--- config.mk ---
export PLATFORM = sky130hd
export DESIGN_NAME = drive_pwm_limiter
export DESIGN_NICKNAME = d
export VERILOG_FILES = /design/src/rtl/dpl_pkg.sv /design/src/rtl/dpl_carrier_ctrl.sv /design/src/rtl/dpl_compare_path.sv /design/src/rtl/dpl_sense_limiter.sv /design/src/rtl/drive_pwm_limiter.sv
export SDC_FILE = /design/constraint.sdc
export NUM_CORES = 1
export LEC_CHECK = 0
export BUFFER_PORTS_ARGS = -buffer_cell sky130_fd_sc_hd__buf_2
export CORE_ASPECT_RATIO = 0.8
export CORE_UTILIZATION = 40
export CTS_CLUSTER_SIZE = 24
export DETAILED_ROUTE_END_ITERATION = 12
export GPL_TIMING_DRIVEN = 0
export HOLD_SLACK_MARGIN = 0.03
export PLACE_DENSITY = 0.53
export SETUP_SLACK_MARGIN = 0.1
export SLEW_MARGIN = 5
export SYNTH_ARGS = -nofsm -noshare
export SYNTH_HDL_FRONTEND = slang
export SYNTH_HIERARCHICAL = 1
export SYNTH_SLANG_ARGS = --single-unit
--- constraint.sdc ---
create_clock -name clk -period 5.4 [get_ports clk]
set_input_delay 0.27 -clock clk [delete_from_list [all_inputs] [get_ports clk]]
set_output_delay 0.27 -clock clk [all_outputs]
set_load 0.01 [all_outputs]
--- src/rtl/dpl_pkg.sv ---
package dpl_pkg;

  // Strobes issued by the carrier sequencer once per carrier step.
  typedef struct packed {
    logic stepUp;       // carrier moves up one count
    logic stepDown;     // carrier moves down one count
    logic periodStart;  // this step returns the carrier to its floor
  } carStrobe_t;

endpackage

--- src/rtl/dpl_carrier_ctrl.sv ---
module dpl_carrier_ctrl
  import dpl_pkg::*;
#(
  parameter int PRE_DIV = 8,
  parameter int CAR_LO  = 8,
  parameter int CAR_HI  = 150
) (
  input  logic       clk,
  input  logic       rstN,
  output carStrobe_t strobe
);

  localparam int HALF  = CAR_HI - 1 - CAR_LO;
  localparam int STEPS = 2 * HALF;
  localparam int SW    = (STEPS > 2) ? $clog2(STEPS) : 1;

  logic          tick;
  logic [SW-1:0] posCnt;
  logic          lastPos;
  logic          risingHalf;

  // Prescaler: one carrier step every PRE_DIV clocks.
  generate
    if (PRE_DIV > 1) begin : g_pre
      localparam int PW = $clog2(PRE_DIV);
      logic [PW-1:0] preCnt;

      always_ff @(posedge clk or negedge rstN) begin
        if (!rstN) begin
          preCnt <= '0;
        end else if (preCnt == PW'(PRE_DIV - 1)) begin
          preCnt <= '0;
        end else begin
          preCnt <= preCnt + 1'b1;
        end
      end

      assign tick = (preCnt == PW'(PRE_DIV - 1));

      AST_TICK_SPACED: assert property (@(posedge clk) disable iff (!rstN)
        tick |=> !tick);
    end else begin : g_nopre
      assign tick = 1'b1;
    end
  endgenerate

  assign lastPos    = (posCnt == SW'(STEPS - 1));
  assign risingHalf = (posCnt < SW'(HALF));

  // Position of the carrier inside its period, in steps.
  always_ff @(posedge clk or negedge rstN) begin
    if (!rstN) begin
      posCnt <= '0;
    end else if (tick) begin
      posCnt <= lastPos ? '0 : posCnt + 1'b1;
    end
  end

  always_comb begin
    strobe.stepUp      = tick &&  risingHalf;
    strobe.stepDown    = tick && !risingHalf;
    strobe.periodStart = tick &&  lastPos;
  end

  AST_STROBE_EXCL: assert property (@(posedge clk) disable iff (!rstN)
    $onehot0({strobe.stepUp, strobe.stepDown}));

  AST_START_ONCE: assert property (@(posedge clk) disable iff (!rstN)
    strobe.periodStart |=> !strobe.periodStart);

endmodule

--- src/rtl/dpl_compare_path.sv ---
module dpl_compare_path
  import dpl_pkg::*;
#(
  parameter int CW     = 8,
  parameter int CAR_LO = 8,
  parameter int CAR_HI = 150
) (
  input  logic          clk,
  input  logic          rstN,
  input  carStrobe_t    strobe,
  input  logic [CW-1:0] ctlValue,
  input  logic          pulseInN,
  input  logic          limFlag,
  output logic          drvEn
);

  localparam logic [CW-1:0] LO_V  = CW'(CAR_LO);
  localparam logic [CW-1:0] TOP_V = CW'(CAR_HI - 1);
  localparam logic [CW-1:0] HI_V  = CW'(CAR_HI);

  logic [CW-1:0] car;
  logic [CW-1:0] ctlLatched;
  logic          pulseS1;
  logic          pulseS2;
  logic          cmpOn;
  logic          drvEnQ;

  // Triangle carrier register, moved by the sequencer strobes.
  always_ff @(posedge clk or negedge rstN) begin
    if (!rstN) begin
      car <= LO_V;
    end else if (strobe.periodStart) begin
      car <= LO_V;
    end else if (strobe.stepUp) begin
      car <= car + 1'b1;
    end else if (strobe.stepDown) begin
      car <= car - 1'b1;
    end
  end

  // Control word captured at the period boundary only.
  always_ff @(posedge clk or negedge rstN) begin
    if (!rstN) begin
      ctlLatched <= '0;
    end else if (strobe.periodStart) begin
      ctlLatched <= ctlValue;
    end
  end

  // External pulse synchronizer; resets to the off level.
  always_ff @(posedge clk or negedge rstN) begin
    if (!rstN) begin
      pulseS1 <= 1'b1;
      pulseS2 <= 1'b1;
    end else begin
      pulseS1 <= pulseInN;
      pulseS2 <= pulseS1;
    end
  end

  assign cmpOn = (ctlLatched > car);

  always_ff @(posedge clk or negedge rstN) begin
    if (!rstN) begin
      drvEnQ <= 1'b0;
    end else begin
      drvEnQ <= cmpOn & ~pulseS2 & ~limFlag;
    end
  end

  assign drvEn = drvEnQ;

  AST_CAR_RANGE: assert property (@(posedge clk) disable iff (!rstN)
    (car >= LO_V) && (car <= TOP_V));

  AST_CAR_WRAP: assert property (@(posedge clk) disable iff (!rstN)
    strobe.periodStart |-> (car == LO_V + CW'(1)));

  AST_CTL_HOLD: assert property (@(posedge clk) disable iff (!rstN)
    !strobe.periodStart |=> $stable(ctlLatched));

  AST_ZERO_DUTY: assert property (@(posedge clk) disable iff (!rstN)
    (ctlLatched <= LO_V) |=> !drvEnQ);

  AST_FULL_DUTY: assert property (@(posedge clk) disable iff (!rstN)
    ((ctlLatched >= HI_V) && !pulseS2 && !limFlag) |=> drvEnQ);

  AST_PULSE_OFF: assert property (@(posedge clk) disable iff (!rstN)
    pulseS2 |=> !drvEnQ);

endmodule

--- src/rtl/dpl_sense_limiter.sv ---
module dpl_sense_limiter #(
  parameter int BLANK_CYC = 50
) (
  input  logic clk,
  input  logic rstN,
  input  logic periodStart,
  input  logic senseIn,
  output logic limFlag
);

  localparam int QW = $clog2(BLANK_CYC + 1);
  localparam logic [QW-1:0] QMAX = QW'(BLANK_CYC);

  logic          senseS1;
  logic          senseS2;
  logic [QW-1:0] runCnt;
  logic          qualified;
  logic          flagQ;

  always_ff @(posedge clk or negedge rstN) begin
    if (!rstN) begin
      senseS1 <= 1'b0;
      senseS2 <= 1'b0;
    end else begin
      senseS1 <= senseIn;
      senseS2 <= senseS1;
    end
  end

  // Count consecutive high samples, saturating at the blanking length.
  always_ff @(posedge clk or negedge rstN) begin
    if (!rstN) begin
      runCnt <= '0;
    end else if (!senseS2) begin
      runCnt <= '0;
    end else if (runCnt != QMAX) begin
      runCnt <= runCnt + 1'b1;
    end
  end

  assign qualified = (runCnt == QMAX);

  // Cycle-by-cycle latch: the boundary clear wins over a trip in the same cycle.
  always_ff @(posedge clk or negedge rstN) begin
    if (!rstN) begin
      flagQ <= 1'b0;
    end else if (periodStart) begin
      flagQ <= 1'b0;
    end else if (qualified) begin
      flagQ <= 1'b1;
    end
  end

  assign limFlag = flagQ;

  AST_TRIP_NEEDS_SENSE: assert property (@(posedge clk) disable iff (!rstN)
    $rose(flagQ) |-> $past(senseS2, 2));

  AST_CLEAR_AT_START: assert property (@(posedge clk) disable iff (!rstN)
    periodStart |=> !flagQ);

endmodule

--- src/rtl/drive_pwm_limiter.sv ---
module drive_pwm_limiter
  import dpl_pkg::*;
#(
  parameter int CW        = 8,
  parameter int PRE_DIV   = 8,
  parameter int CAR_LO    = 8,
  parameter int CAR_HI    = 150,
  parameter int BLANK_CYC = 50
) (
  input  logic          clk,
  input  logic          rstN,
  input  logic [CW-1:0] ctlValue,
  input  logic          pulseInN,
  input  logic          senseIn,
  output logic          drvEn
);

  carStrobe_t strobe;
  logic       limFlag;

  dpl_carrier_ctrl #(
    .PRE_DIV(PRE_DIV),
    .CAR_LO (CAR_LO),
    .CAR_HI (CAR_HI)
  ) i_ctrl (
    .clk   (clk),
    .rstN  (rstN),
    .strobe(strobe)
  );

  dpl_sense_limiter #(
    .BLANK_CYC(BLANK_CYC)
  ) i_limit (
    .clk        (clk),
    .rstN       (rstN),
    .periodStart(strobe.periodStart),
    .senseIn    (senseIn),
    .limFlag    (limFlag)
  );

  dpl_compare_path #(
    .CW    (CW),
    .CAR_LO(CAR_LO),
    .CAR_HI(CAR_HI)
  ) i_path (
    .clk     (clk),
    .rstN    (rstN),
    .strobe  (strobe),
    .ctlValue(ctlValue),
    .pulseInN(pulseInN),
    .limFlag (limFlag),
    .drvEn   (drvEn)
  );

  AST_LIMIT_CUTS: assert property (@(posedge clk) disable iff (!rstN)
    limFlag |=> !drvEn);

  AST_RESET_OFF: assert property (@(posedge clk)
    !rstN |-> !drvEn);

endmodule

Word-level counts from Yosys, hierarchy flattened
Cells that the tools add are included.
Widths: inputs -> output; s select.
{"block": "word_totals", "out_inout_bits": 1, "input_bits": 12, "reg_bits": 40}
{"block": "op_classes", "reduce_logical": 6, "n_lt_le_gt_ge": 2, "addsub": 5, "n_eq_ne": 5, "mux": 9, "n_bitwise": 4}
{"cell": "$mux 8", "n": 3}
{"cell": "$mux 6", "n": 2}
{"cell": "$add 9x1->9 const B", "n": 1}
{"cell": "$eq 9x9->1 const B", "n": 1}
{"cell": "$lt 9x8->1 const B", "n": 1}
{"cell": "$mux 9", "n": 1}
{"cell": "$add 8x1->8 const B", "n": 1}
{"cell": "$gt 8x8->1", "n": 1}
{"cell": "$sub 8x1->8 const B", "n": 1}
{"cell": "$add 6x1->6 const B", "n": 1}
{"cell": "$eq 6x6->1 const B", "n": 1}
{"cell": "$ne 6x6->1 const B", "n": 1}
{"cell": "$add 3x1->3 const B", "n": 1}
{"cell": "$eq 3x3->1 const B", "n": 1}
{"cell": "$logic_and 1x1->1", "n": 3}
{"cell": "$mux 3", "n": 1}
{"cell": "$reduce_bool 3->1", "n": 1}
{"cell": "$and 1x1->1", "n": 2}
{"cell": "$mux 1", "n": 2}
{"cell": "$ne 2x2->1 const B", "n": 1}
{"cell": "$not 1->1", "n": 2}
{"cell": "$reduce_bool 2->1", "n": 1}
{"cell": "$logic_not 1->1", "n": 1}

Depth between registers and ports, before layout
Gate-level depths: netlist of the first run.
{"block": "depth", "ltp_word": 6, "ltp_mapped": 11, "depth_no_buf": 10}

Hierarchy
Netlist of the first run, hierarchy kept.
{"mod": "dpl_compare_path", "n_inst": 1, "seq_area_each_um2": 479.2, "area_each_um2": 1208.7, "cells_each": 121}
{"mod": "dpl_carrier_ctrl", "n_inst": 1, "seq_area_each_um2": 300.3, "area_each_um2": 586.8, "cells_each": 53}
{"mod": "dpl_sense_limiter", "n_inst": 1, "seq_area_each_um2": 225.2, "area_each_um2": 404.1, "cells_each": 34}

Worst setup path before layout of the first run
Ideal clock, no wire load.
{"block": "synth_path", "path_kind": "reg-to-reg", "startpoint": "register i_ctrl.g_pre.preCnt[0]", "endpoint": "register i_path.car[5]", "required_ns": 5.331, "t_arrival_ns": 2.817, "setup_ns": 0.069, "setup_slack_ns": 2.514, "stages_incl_launch_ff": 12, "cell_sequence": "dfrtp_1 -> ha_1 -> ha_1 -> clkbuf_1 -> nor3b_1 -> inv_1 -> ha_1 -> o21ai_1 -> nor2_2 -> o21ai_2 -> or4_1 -> nand3_1"}
{"item": "start, declared", "line_no": "dpl_carrier_ctrl.sv:26", "source": "logic [PW-1:0] preCnt;"}
{"item": "start signal, assigned", "line_no": "dpl_carrier_ctrl.sv:34", "source": "preCnt <= preCnt + 1'b1;"}
{"item": "end signal, assigned", "line_no": "dpl_compare_path.sv:35", "source": "car <= car + 1'b1;"}
{"item": "end signal, assigned", "line_no": "dpl_compare_path.sv:37", "source": "car <= car - 1'b1;"}
{"item": "end, declared", "line_no": "dpl_compare_path.sv:21", "source": "logic [CW-1:0] car;"}

==> results of run 1 <==
flip-flops by register name, summed over array words and instances, names as in the netlist:
signal / flops
i_ctrl/posCnt: 9
i_path/car: 8
i_path/ctlLatched: 8
i_limit/runCnt: 6
i_ctrl/g_pre.preCnt: 3
i_limit/limFlag: 1
i_limit/senseS1: 1
i_limit/senseS2: 1
i_path/drvEn: 1
i_path/pulseS1: 1
i_path/pulseS2: 1
cell families (layout without fill, tap and decap cells):
| kind of cell | count (synthesis) | count (layout) | synth area share (%) |
|---|---|---|---|
| adder cells (fa/ha/maj) | 21 | 21 | 12.3 |
| AND/OR/NAND/NOR | 71 | 71 | 18.3 |
| buffers and inverters | 17 | 37 | 3.02 |
| multiplexers | 8 | 8 | 4.04 |
| AO/OA/AOI/OAI | 40 | 40 | 12.3 |
| flip-flops | 40 | 40 | 45.7 |
| XOR/XNOR | 11 | 11 | 4.38 |
final timing paths:
path	to	slack (ns)	cells after the start
max reg2reg	i_path/car[6]	1.91	11
max in group asynchronous	i_path/ctlLatched[7]	4.76	1
min	i_path/pulseS1	0.08	1
max	i_path/car[6]	1.91	11
min reg2reg	i_path/pulseS2	0.36	0
min in group asynchronous	i_path/ctlLatched[0]	0.10	1
area by class of cell:
cell class / count / area [um2] / area share (%)
timing repair buffer: 12 / 60.1 / 2.46
inverter: 13 / 48.8 / 2.00
multi-input combinational: 151 / 1130 / 46.2
tap: 62 / 77.6 / 3.17
buffer: 4 / 17.5 / 0.716
clock inverter: 2 / 35.0 / 1.43
sequential: 40 / 1000 / 41.1
clock buffer: 6 / 72.6 / 2.97
synthesized netlist by cell type (2+ instances only):
cell and instances:
dfrtp_1 37, ha_1 20, nor2_1 17, inv_1 13, nand2_1 9, o21ai_0 9
a21oi_1 7, mux2_2 7, nand4_1 7, nor3_1 7, xnor2_1 6, nand3_1 5
xor2_1 5, nor2b_1 4, o21a_1 4, a211oi_1 3, a21o_1 3, dfstp_2 3
nor4b_1 3, a21boi_0 2, a31oi_1 2, and2_1 2, and3_1 2, buf_2 2
clkbuf_1 2, nor2_2 2, o21bai_1 2, o31ai_1 2, or3_1 2
worst max-delay path, stage by stage, from the launching register on:
cell	delay [ns]
dfrtp_1	0.35
ha_1	0.14
ha_1	0.18
clkbuf_1	0.34
nor3b_1	0.76
inv_1	0.37
ha_1	0.44
nor2b_1	0.18
o21ai_0	0.13
a21oi_1	0.21
mux2i_1	0.21
nand2_1	0.07
per-stage QoR:
step | cell area, um2 | hold WS, ns | setup slack (ns) | util, % | power, mW
after global placement | 2340 | 0.339 | 1.95 | 45.4 | 0.327
after floorplan | 2200 | -0.0256 | 2.51 | - | 0.316
final | 2440 | 0.0805 | 1.91 | 47.5 | 0.557
after global routing | 2440 | 0.0686 | 1.55 | 47.5 | 0.585
after CTS | 2440 | 0.0691 | 1.91 | 47.5 | 0.569
after detailed placement | 2340 | 0.350 | 1.92 | 45.4 | 0.328
routing by layer:
layer | vias to the layer above | wire, um | GRT usage, %
met5 | - | 0 | 0
met4 | 0 | 55 | 6.36
met3 | 7 | 135 | 3.62
met2 | 26 | 1830 | 26.7
met1 | 733 | 2120 | 21.2
li1 | 778 | - | -
where the power goes:
group / switching, mW / internal [mW] / leakage, nW
sequential: 0.00381 / 0.303 / 0.511
combinational: 0.00845 / 0.00571 / 0.628
clock: 0.0991 / 0.137 / 0.0552
total: 0.111 / 0.446 / 1.19
==> flow_metrics.env, run 1 <==
export IMPL_cts_made_buffers=5
export IMPL_r2r_start="i_ctrl/g_pre.preCnt[0]"
export IMPL_grt_pass1_wl_mm=7.13
export IMPL_final_cell_mix="dfrtp_1, ha_1, nor2_1, buf_2, inv_1"
export IMPL_crit_fanout=10
export IMPL_clkTransAtPathRegs_ns=0.08
export IMPL_ys_seq_area_share_pct=45.7
export IMPL_max_freq_ghz=0.286
export IMPL_die_y_um=68.3
export IMPL_worst_setup_path_end_kind="register"
export IMPL_num_antenna_cells=0
export IMPL_syn_area_per_cell_um2=10.6
export IMPL_drt_iter0_markers=122
export IMPL_crit_required_ns=5.57
export IMPL_nets=260
export IMPL_rsz0062_at_grt="no"
export IMPL_p_leak_nw=1.19
export IMPL_clock_path_buffers=2
export IMPL_synth_top_area_share_pct=42.1
export IMPL_path_class="reg -> reg"
export IMPL_synth_seq_cells=40
export IMPL_core_area_um2=5150
export IMPL_yosys_top_cells_area="dfrtp_1, ha_1, dfstp_2"
export IMPL_hold_class="in -> reg"
export IMPL_cts_root_buf="clkbuf_8"
export IMPL_via_count=1544
export IMPL_yosysTopAreaCell="dfrtp_1"
export IMPL_maxCapViolCount=0
export IMPL_grtUsageTotal_pct=16.2
export IMPL_clk_latency_ns=0.29
export IMPL_skew_ns=0.00621
export IMPL_htree_num_levels=2
export IMPL_gp_congestion=0.857
export IMPL_powerDensity_nw_per_um2=228
export IMPL_ant_nets=0
export IMPL_hpwlAfterDp_mm=3.06
export IMPL_syn_nets=241
export IMPL_hold_viol=0
export IMPL_antenna_found_initial=0
export IMPL_max_slew_worst_pin_slew_ns=0.873
export IMPL_ys_types=48
export IMPL_vdd_drop_max_mv=0.119
export IMPL_slew_viol_final=0
export IMPL_start_kind="register"
export IMPL_crit_arrival_ns=3.67
export IMPL_syn2layout_area_growth_pct=11.1
export IMPL_synth_edf_count=0
export IMPL_status="complete, no violations"
export IMPL_placementRows=23
export IMPL_die_x_um=84.9
export IMPL_min_period_ns=3.49
export IMPL_wl_per_cell_um=14.3
export IMPL_grt_max_degree=41
export IMPL_finalWirelength_mm=4.15
export IMPL_drcViolationCount=0
export IMPL_netlist_instances=208
export IMPL_ctsHoldBuffers=0
export IMPL_cts_resized=0
export IMPL_first_pass_iters=6
export IMPL_finalCritPeriodShare_pct=64.7
export IMPL_min_delay_start="pulseInN"
export IMPL_worstSetupStartpoint="i_ctrl/g_pre.preCnt[0]"
export IMPL_start_util_pct=42.7
export IMPL_grt_pass1_vias=1535
export IMPL_layout_drive_gt1_share_pct=18.0
export IMPL_cts_tree="built"
export IMPL_synthFlopType="dfrtp_1"
export IMPL_layout_commonest_cell="dfrtp_1"
export IMPL_synth_warning_count=6
export IMPL_ioPinCount=13
export IMPL_dp_cells=282
export IMPL_num_fill_cells=467
export IMPL_slew_headroom_pct=41.8
export IMPL_dieArea_um2=5800
export IMPL_grt_overflow_total=0
export IMPL_stdcell_count=290
export IMPL_setup_tns_ns=0
export IMPL_postCtsSetupBuffers=0
export IMPL_viasPerCell=5.32
export IMPL_async_flop_share_pct=100
export IMPL_cts_sink_count=40
export IMPL_synthesis_area_um2=2200
export IMPL_setup_viol=0
export IMPL_port_buffers=12
No activity file was read; power rests on OpenSTA's default activity.
==> run 2, diff against run 1 <==
Settings changed: ABC_AREA from default to 1, PLACE_DENSITY 0.53 to 0.55.
Clock period 5.4 ns to 2.9 ns, I/O delays scaled along.
==> flow_metrics.env, run 2 <==
export IMPL_setup_slack_ns=0.363
export IMPL_powerDensity_nw_per_um2=405
export IMPL_antenna_found_initial=0
export IMPL_place_ws_ns=0.241
export IMPL_yosysTopAreaCell="dfrtp_1"
export IMPL_hold_viol=0
export IMPL_grt_pass1_wl_mm=7.22
export IMPL_syn_area_per_cell_um2=8.50
export IMPL_p_leak_nw=1.42
export IMPL_syn_nets=307
export IMPL_ys_seq_area_share_pct=43.1
export IMPL_slew_viol_final=0
export IMPL_cpMostUsedCell="nand2_1"
export IMPL_grtUsageTotal_pct=15.6
export IMPL_ys_types=32
export IMPL_top_usage_layer="met2"
export IMPL_top_register="i_ctrl/posCnt"
export IMPL_netlist_instances=274
export IMPL_clkTransAtPathRegs_ns=0.08
export IMPL_dieArea_um2=6140
export IMPL_clk_latency_ns=0.29
export IMPL_min_period_ns=2.54
export IMPL_yosys_top_cells_area="dfrtp_1, ha_1, nand2_1"
export IMPL_reg_top3="i_ctrl/posCnt x9, i_path/car x8, i_path/ctlLatched x8"
export IMPL_async_flop_share_pct=100
export IMPL_start_util_pct=42.2
export IMPL_nets=329
export IMPL_status="complete, no violations"
export IMPL_placementRows=24
export IMPL_design_area_um2=2640
export IMPL_die_y_um=70.3
export IMPL_critPathTopFamily="simple AND/OR/NAND/NOR gates"
export IMPL_skew_ns=0.00461
export IMPL_synth_edf_count=0
export IMPL_gp_congestion=0.769
export IMPL_wl_per_cell_um=10.9
export IMPL_cp_buffers_inverters=4
export IMPL_max_freq_ghz=0.394
export IMPL_drcViolationCount=0
export IMPL_rsz0062_at_grt="no"
export IMPL_synth_top_area_share_pct=39.7
export IMPL_use_met2_pct=23.0
export IMPL_num_antenna_cells=0
export IMPL_crit_path_cell_trace="buf_6 > nand2_2 > inv_1 > o21ai_0 > nand2_1 > nand2_1 > nand2_1 > nor2_2 > inv_1 > ha_1 > nand2_1 > inv_1 > a21oi_1 > nand3_1 > nand3_1 > nand2_1"
export IMPL_port_buffers=12
export IMPL_place_area_um2=2490
export IMPL_synth_seq_cells=40
export IMPL_hpwlAfterDp_mm=3.01
export IMPL_layout_drive_gt1_share_pct=16.5
export IMPL_cts_made_buffers=5
export IMPL_grt_overflow_total=0
export IMPL_cts_root_buf="clkbuf_8"
export IMPL_crit_fanout=7
export IMPL_syn2layout_area_growth_pct=13.1
export IMPL_num_fill_cells=555
export IMPL_core_area_um2=5530
export IMPL_path_class="reg -> reg"
export IMPL_grt_max_degree=41
export IMPL_synth_most_common_cell="nand2_1"
export IMPL_max_slew_worst_pin_slew_ns=0.890
export IMPL_crit_arrival_ns=2.72
export IMPL_ant_nets=0
export IMPL_first_pass_iters=4
export IMPL_hold_ws_ns=0.0693
export IMPL_cpMaxStageDelayCell="ha_1"
export IMPL_postLayoutCoreUtil_pct=47.7
export IMPL_synth_warning_count=6
export IMPL_final_cell_mix="nand2_1, inv_1, dfrtp_1, nor2_1, ha_1"
export IMPL_synthFlopType="dfrtp_1"
export IMPL_maxCapViolCount=0
export IMPL_clock_path_buffers=2
export IMPL_grt_met1_usage_pct=22.5
export IMPL_htree_num_levels=2
export IMPL_ioPinCount=13
export IMPL_finalCritPeriodShare_pct=87.5
export IMPL_cts_sink_count=40
export IMPL_die_x_um=87.3
export IMPL_setup_tns_ns=0
export IMPL_slew_headroom_pct=40.7
export IMPL_use_met3_pct=3.55
export IMPL_via_count=1672
export IMPL_yosys_top_cells_count="nand2_1, inv_1, dfrtp_1"
export IMPL_setup_viol=0
export IMPL_vdd_drop_max_mv=0.243
export IMPL_largest_register_ffs=9
export IMPL_layout_commonest_cell="nand2_1"
export IMPL_hold_class="in -> reg"
export IMPL_drt_iter0_markers=61
export IMPL_cts_tree="built"
export IMPL_finalWirelength_mm=4.09
export IMPL_max_stage_delay_ns=0.40
export IMPL_viasPerCell=4.46
export IMPL_worst_setup_path_end_kind="register"
export IMPL_start_kind="register"
export IMPL_crit_required_ns=3.08
export IMPL_synthesis_area_um2=2330
export IMPL_grt_pass1_vias=1594
[run 2: path summary, 6_finish.rpt]
check                                        to  depth (start not counted)  slack (ns)             start
min reg2reg                     i_limit/senseS2                          0        0.36   i_limit/senseS1
max reg2reg                       i_path/car[7]                         16        0.36  i_ctrl/posCnt[3]
max                               i_path/car[7]                         16        0.36  i_ctrl/posCnt[3]
min                        i_path/ctlLatched[0]                          3        0.07       ctlValue[0]
max in group asynchronous     i_limit/runCnt[4]                          2        1.83              rstN
min in group asynchronous      i_ctrl/posCnt[5]                          2        0.51              rstN
[run 2: worst reg2reg max path: stages, from the launching register on]
cell and delay (ns):
dfrtp_1 0.39, buf_6 0.14, nand2_2 0.08, inv_1 0.04
o21ai_0 0.10, nand2_1 0.09, nand2_1 0.09, nand2_1 0.06
nor2_2 0.25, inv_1 0.21, ha_1 0.40, nand2_1 0.11
inv_1 0.04, a21oi_1 0.20, nand3_1 0.11, nand3_1 0.09
nand2_1 0.05
[run 2: what timing repair did]
| action | CTS | global route |
|---|---|---|
| hold buffers | 3 | 0 |
| resized for setup | 0 | 1 |
| buffers inserted | 0 | 0 |
| hold endpoints to repair | 39 | 0 |
| setup endpoints to repair | 0 | 4 |
[run 2: stage by stage]
stage	total power [mW]	cells
floorplan	0.591	274
global route	1.11	375
global placement	0.613	364
finish	1.07	375
detailed placement	0.613	364
CTS	1.09	375
[run 2: cell type report]
class                           instances  area [um2]  share of cell area [%]
Multi-Input combinational cell        188        1140                    43.2
Clock buffer                            5        68.8                    2.61
Tap cell                               78        97.6                    3.70
Buffer                                  3        27.5                    1.04
Clock inverter                          3        46.3                    1.76
Sequential cell                        40        1000                    38.1
Timing Repair Buffer                   15        90.1                    3.42
Inverter                               43         161                    6.13
[run 2: where the power goes]
| group | internal (mW) | switching, mW |
|---|---|---|
| registers | 0.565 | 0.00685 |
| clock network | 0.259 | 0.204 |
| logic | 0.0130 | 0.0191 |
[run 2: routing by layer]
metal  vias to the layer above  wire [um]
met5                         -          0
met4                         0         29
met3                         2        111
met2                        16       1740
met1                       739       2210
li1                        915          -
[run 2: kinds of logic (layout without fill, tap and decap cells)]
logic type / Yosys count / after routing / synth area share (%)
buf+inv: 46 / 69 / 8.11
fa+ha+maj: 21 / 21 / 11.6
simple gates: 129 / 129 / 25.5
flops: 40 / 40 / 43.1
mux: 7 / 7 / 3.38
xor+xnor: 7 / 7 / 2.63
compound gates: 24 / 24 / 5.64
==> run 3, diff against run 2 <==
Settings changed: MAX_ROUTING_LAYER from default to met4.
==> flow_metrics.env, run 3 (synthesis gave the netlist of run 2 again) <==
export IMPL_status="complete, no violations"
export IMPL_via_count=1668
export IMPL_hold_class="in -> reg"
export IMPL_core_area_um2=5530
export IMPL_nets=329
export IMPL_setup_viol=0
export IMPL_path_class="reg -> reg"
export IMPL_pwr_share_seq_pct=53.6
export IMPL_start_kind="register"
export IMPL_drt_iter0_markers=61
export IMPL_viasPerCell=4.45
export IMPL_cts_made_buffers=5
export IMPL_gp_congestion=0.779
export IMPL_r2r_start="i_ctrl/posCnt[3]"
export IMPL_crit_fanout=7
export IMPL_p_sw_mw=0.229
export IMPL_crit_required_ns=3.08
export IMPL_clkPwrFrac_pct=43.4
export IMPL_worstSetupStartpoint="i_ctrl/posCnt[3]"
export IMPL_max_slew_worst_pin_slew_ns=0.892
export IMPL_clk_latency_ns=0.29
export IMPL_largest_register_ffs=9
export IMPL_ioPinCount=13
export IMPL_grt_pass1_vias=1592
export IMPL_cts_tree="built"
export IMPL_clkTransAtPathRegs_ns=0.08
export IMPL_reg_top3="i_ctrl/posCnt x9, i_path/car x8, i_path/ctlLatched x8"
export IMPL_final_cell_mix="nand2_1, inv_1, dfrtp_1, nor2_1, ha_1"
export IMPL_setup_tns_ns=0
export IMPL_crit_arrival_ns=2.72
export IMPL_placementRows=24
export IMPL_port_buffers=12
export IMPL_antenna_found_initial=0
export IMPL_p_leak_nw=1.42
export IMPL_max_freq_ghz=0.394
export IMPL_vdd_drop_max_mv=0.242
export IMPL_layout_drive_gt1_share_pct=16.5
export IMPL_maxCapViolCount=0
export IMPL_dieArea_um2=6140
export IMPL_min_period_ns=2.54
export IMPL_cts_sink_count=40
export IMPL_setup_slack_ns=0.363
export IMPL_hpwlAfterDp_mm=3.01
export IMPL_powerDensity_nw_per_um2=405
export IMPL_top_register="i_ctrl/posCnt"
export IMPL_p_comb_share_pct=3.0
export IMPL_finalCritPeriodShare_pct=87.5
export IMPL_skew_ns=0.00388
export IMPL_place_ws_ns=0.241
export IMPL_sw_frac_of_total_pct=21.5
export IMPL_drcViolationCount=0
export IMPL_ant_nets=0
export IMPL_finalWirelength_mm=4.09
export IMPL_start_util_pct=42.2
export IMPL_syn2layout_area_growth_pct=13.1
export IMPL_cts_root_buf="clkbuf_8"
export IMPL_rsz0062_at_grt="no"
export IMPL_first_pass_iters=4
export IMPL_grt_max_degree=41
export IMPL_slew_viol_final=0
export IMPL_layout_commonest_cell="nand2_1"
export IMPL_hold_viol=0
export IMPL_grtUsageTotal_pct=16.1
export IMPL_wl_per_cell_um=10.9
export IMPL_die_y_um=70.3
export IMPL_num_antenna_cells=0
export IMPL_min_delay_start="ctlValue[0]"
export IMPL_die_x_um=87.3
export IMPL_clock_path_buffers=2
export IMPL_htree_num_levels=2
export IMPL_slew_headroom_pct=40.5
export IMPL_worst_setup_path_end_kind="register"
export IMPL_grt_overflow_total=0
export IMPL_p_int_mw=0.837
export IMPL_grt_pass1_wl_mm=7.22
-- run 3: final cells by class --
cell class	count	area, um2
Buffer	3	27.5
Clock buffer	5	68.8
Clock inverter	3	46.3
Fill cell	555	2890
Inverter	43	161
Multi-Input combinational cell	188	1140
Sequential cell	40	1000
Tap cell	78	97.6
Timing Repair Buffer	15	90.1
-- run 3: critical path, stage by stage, from the launching register on --
cell     delay [ns]
dfrtp_1        0.39
buf_6          0.14
nand2_2        0.08
inv_1          0.04
o21ai_0        0.10
nand2_1        0.09
nand2_1        0.09
nand2_1        0.06
nor2_2         0.25
inv_1          0.21
ha_1           0.40
nand2_1        0.11
inv_1          0.04
a21oi_1        0.20
nand3_1        0.11
nand3_1        0.09
nand2_1        0.05
-- run 3: metal layers --
metal,share of wire [%],global-route usage (%)
met5,0,-
met3,2.7,3.55
met2,43,23.0
met4,0.71,5.28
met1,54,22.6
-- run 3: final timing paths --
path	endpoint	slack [ns]	depth (start not counted)
setup / recovery	i_path/car[7]	0.36	16
hold / removal	i_path/ctlLatched[0]	0.07	3
setup reg to reg	i_path/car[7]	0.36	16
hold reg to reg	i_limit/senseS2	0.36	0
max in group asynchronous	i_limit/runCnt[4]	1.83	2
min in group asynchronous	i_ctrl/posCnt[5]	0.52	2
-- run 3: metrics by stage --
step / cell area (um2) / power (mW) / hold slack (ns) / util [%] / std cells
after detailed placement: 2490 / 0.613 / 0.255 / 45.0 / 364
final: 2640 / 1.07 / 0.0702 / 47.7 / 375
after floorplan: 2330 / 0.591 / -0.151 / - / 274
after global routing: 2640 / 1.11 / 0.0710 / 47.7 / 375
after CTS: 2630 / 1.09 / 0.0601 / 47.6 / 375
after global placement: 2490 / 0.613 / 0.251 / 45.0 / 364
-- run 3: timing repair --
item / in CTS / in global routing
gates resized for setup: 0 / 1
buffers inserted: 0 / 0
endpoints found under the hold margin: 39 / 0
hold buffers: 3 / 0
setup endpoints to repair: 0 / 4
-- run 3: power groups by stage --
stage / Combinational [mW] / Sequential, mW / Clock, mW
6_report: 0.0322 / 0.571 / 0.462
5_1_grt: 0.0390 / 0.573 / 0.501
4_1_cts: 0.0338 / 0.571 / 0.481
3_5_place_dp: 0.0309 / 0.582 / 0
3_3_place_gp: 0.0305 / 0.582 / 0
2_1_floorplan: 0.0104 / 0.581 / 0
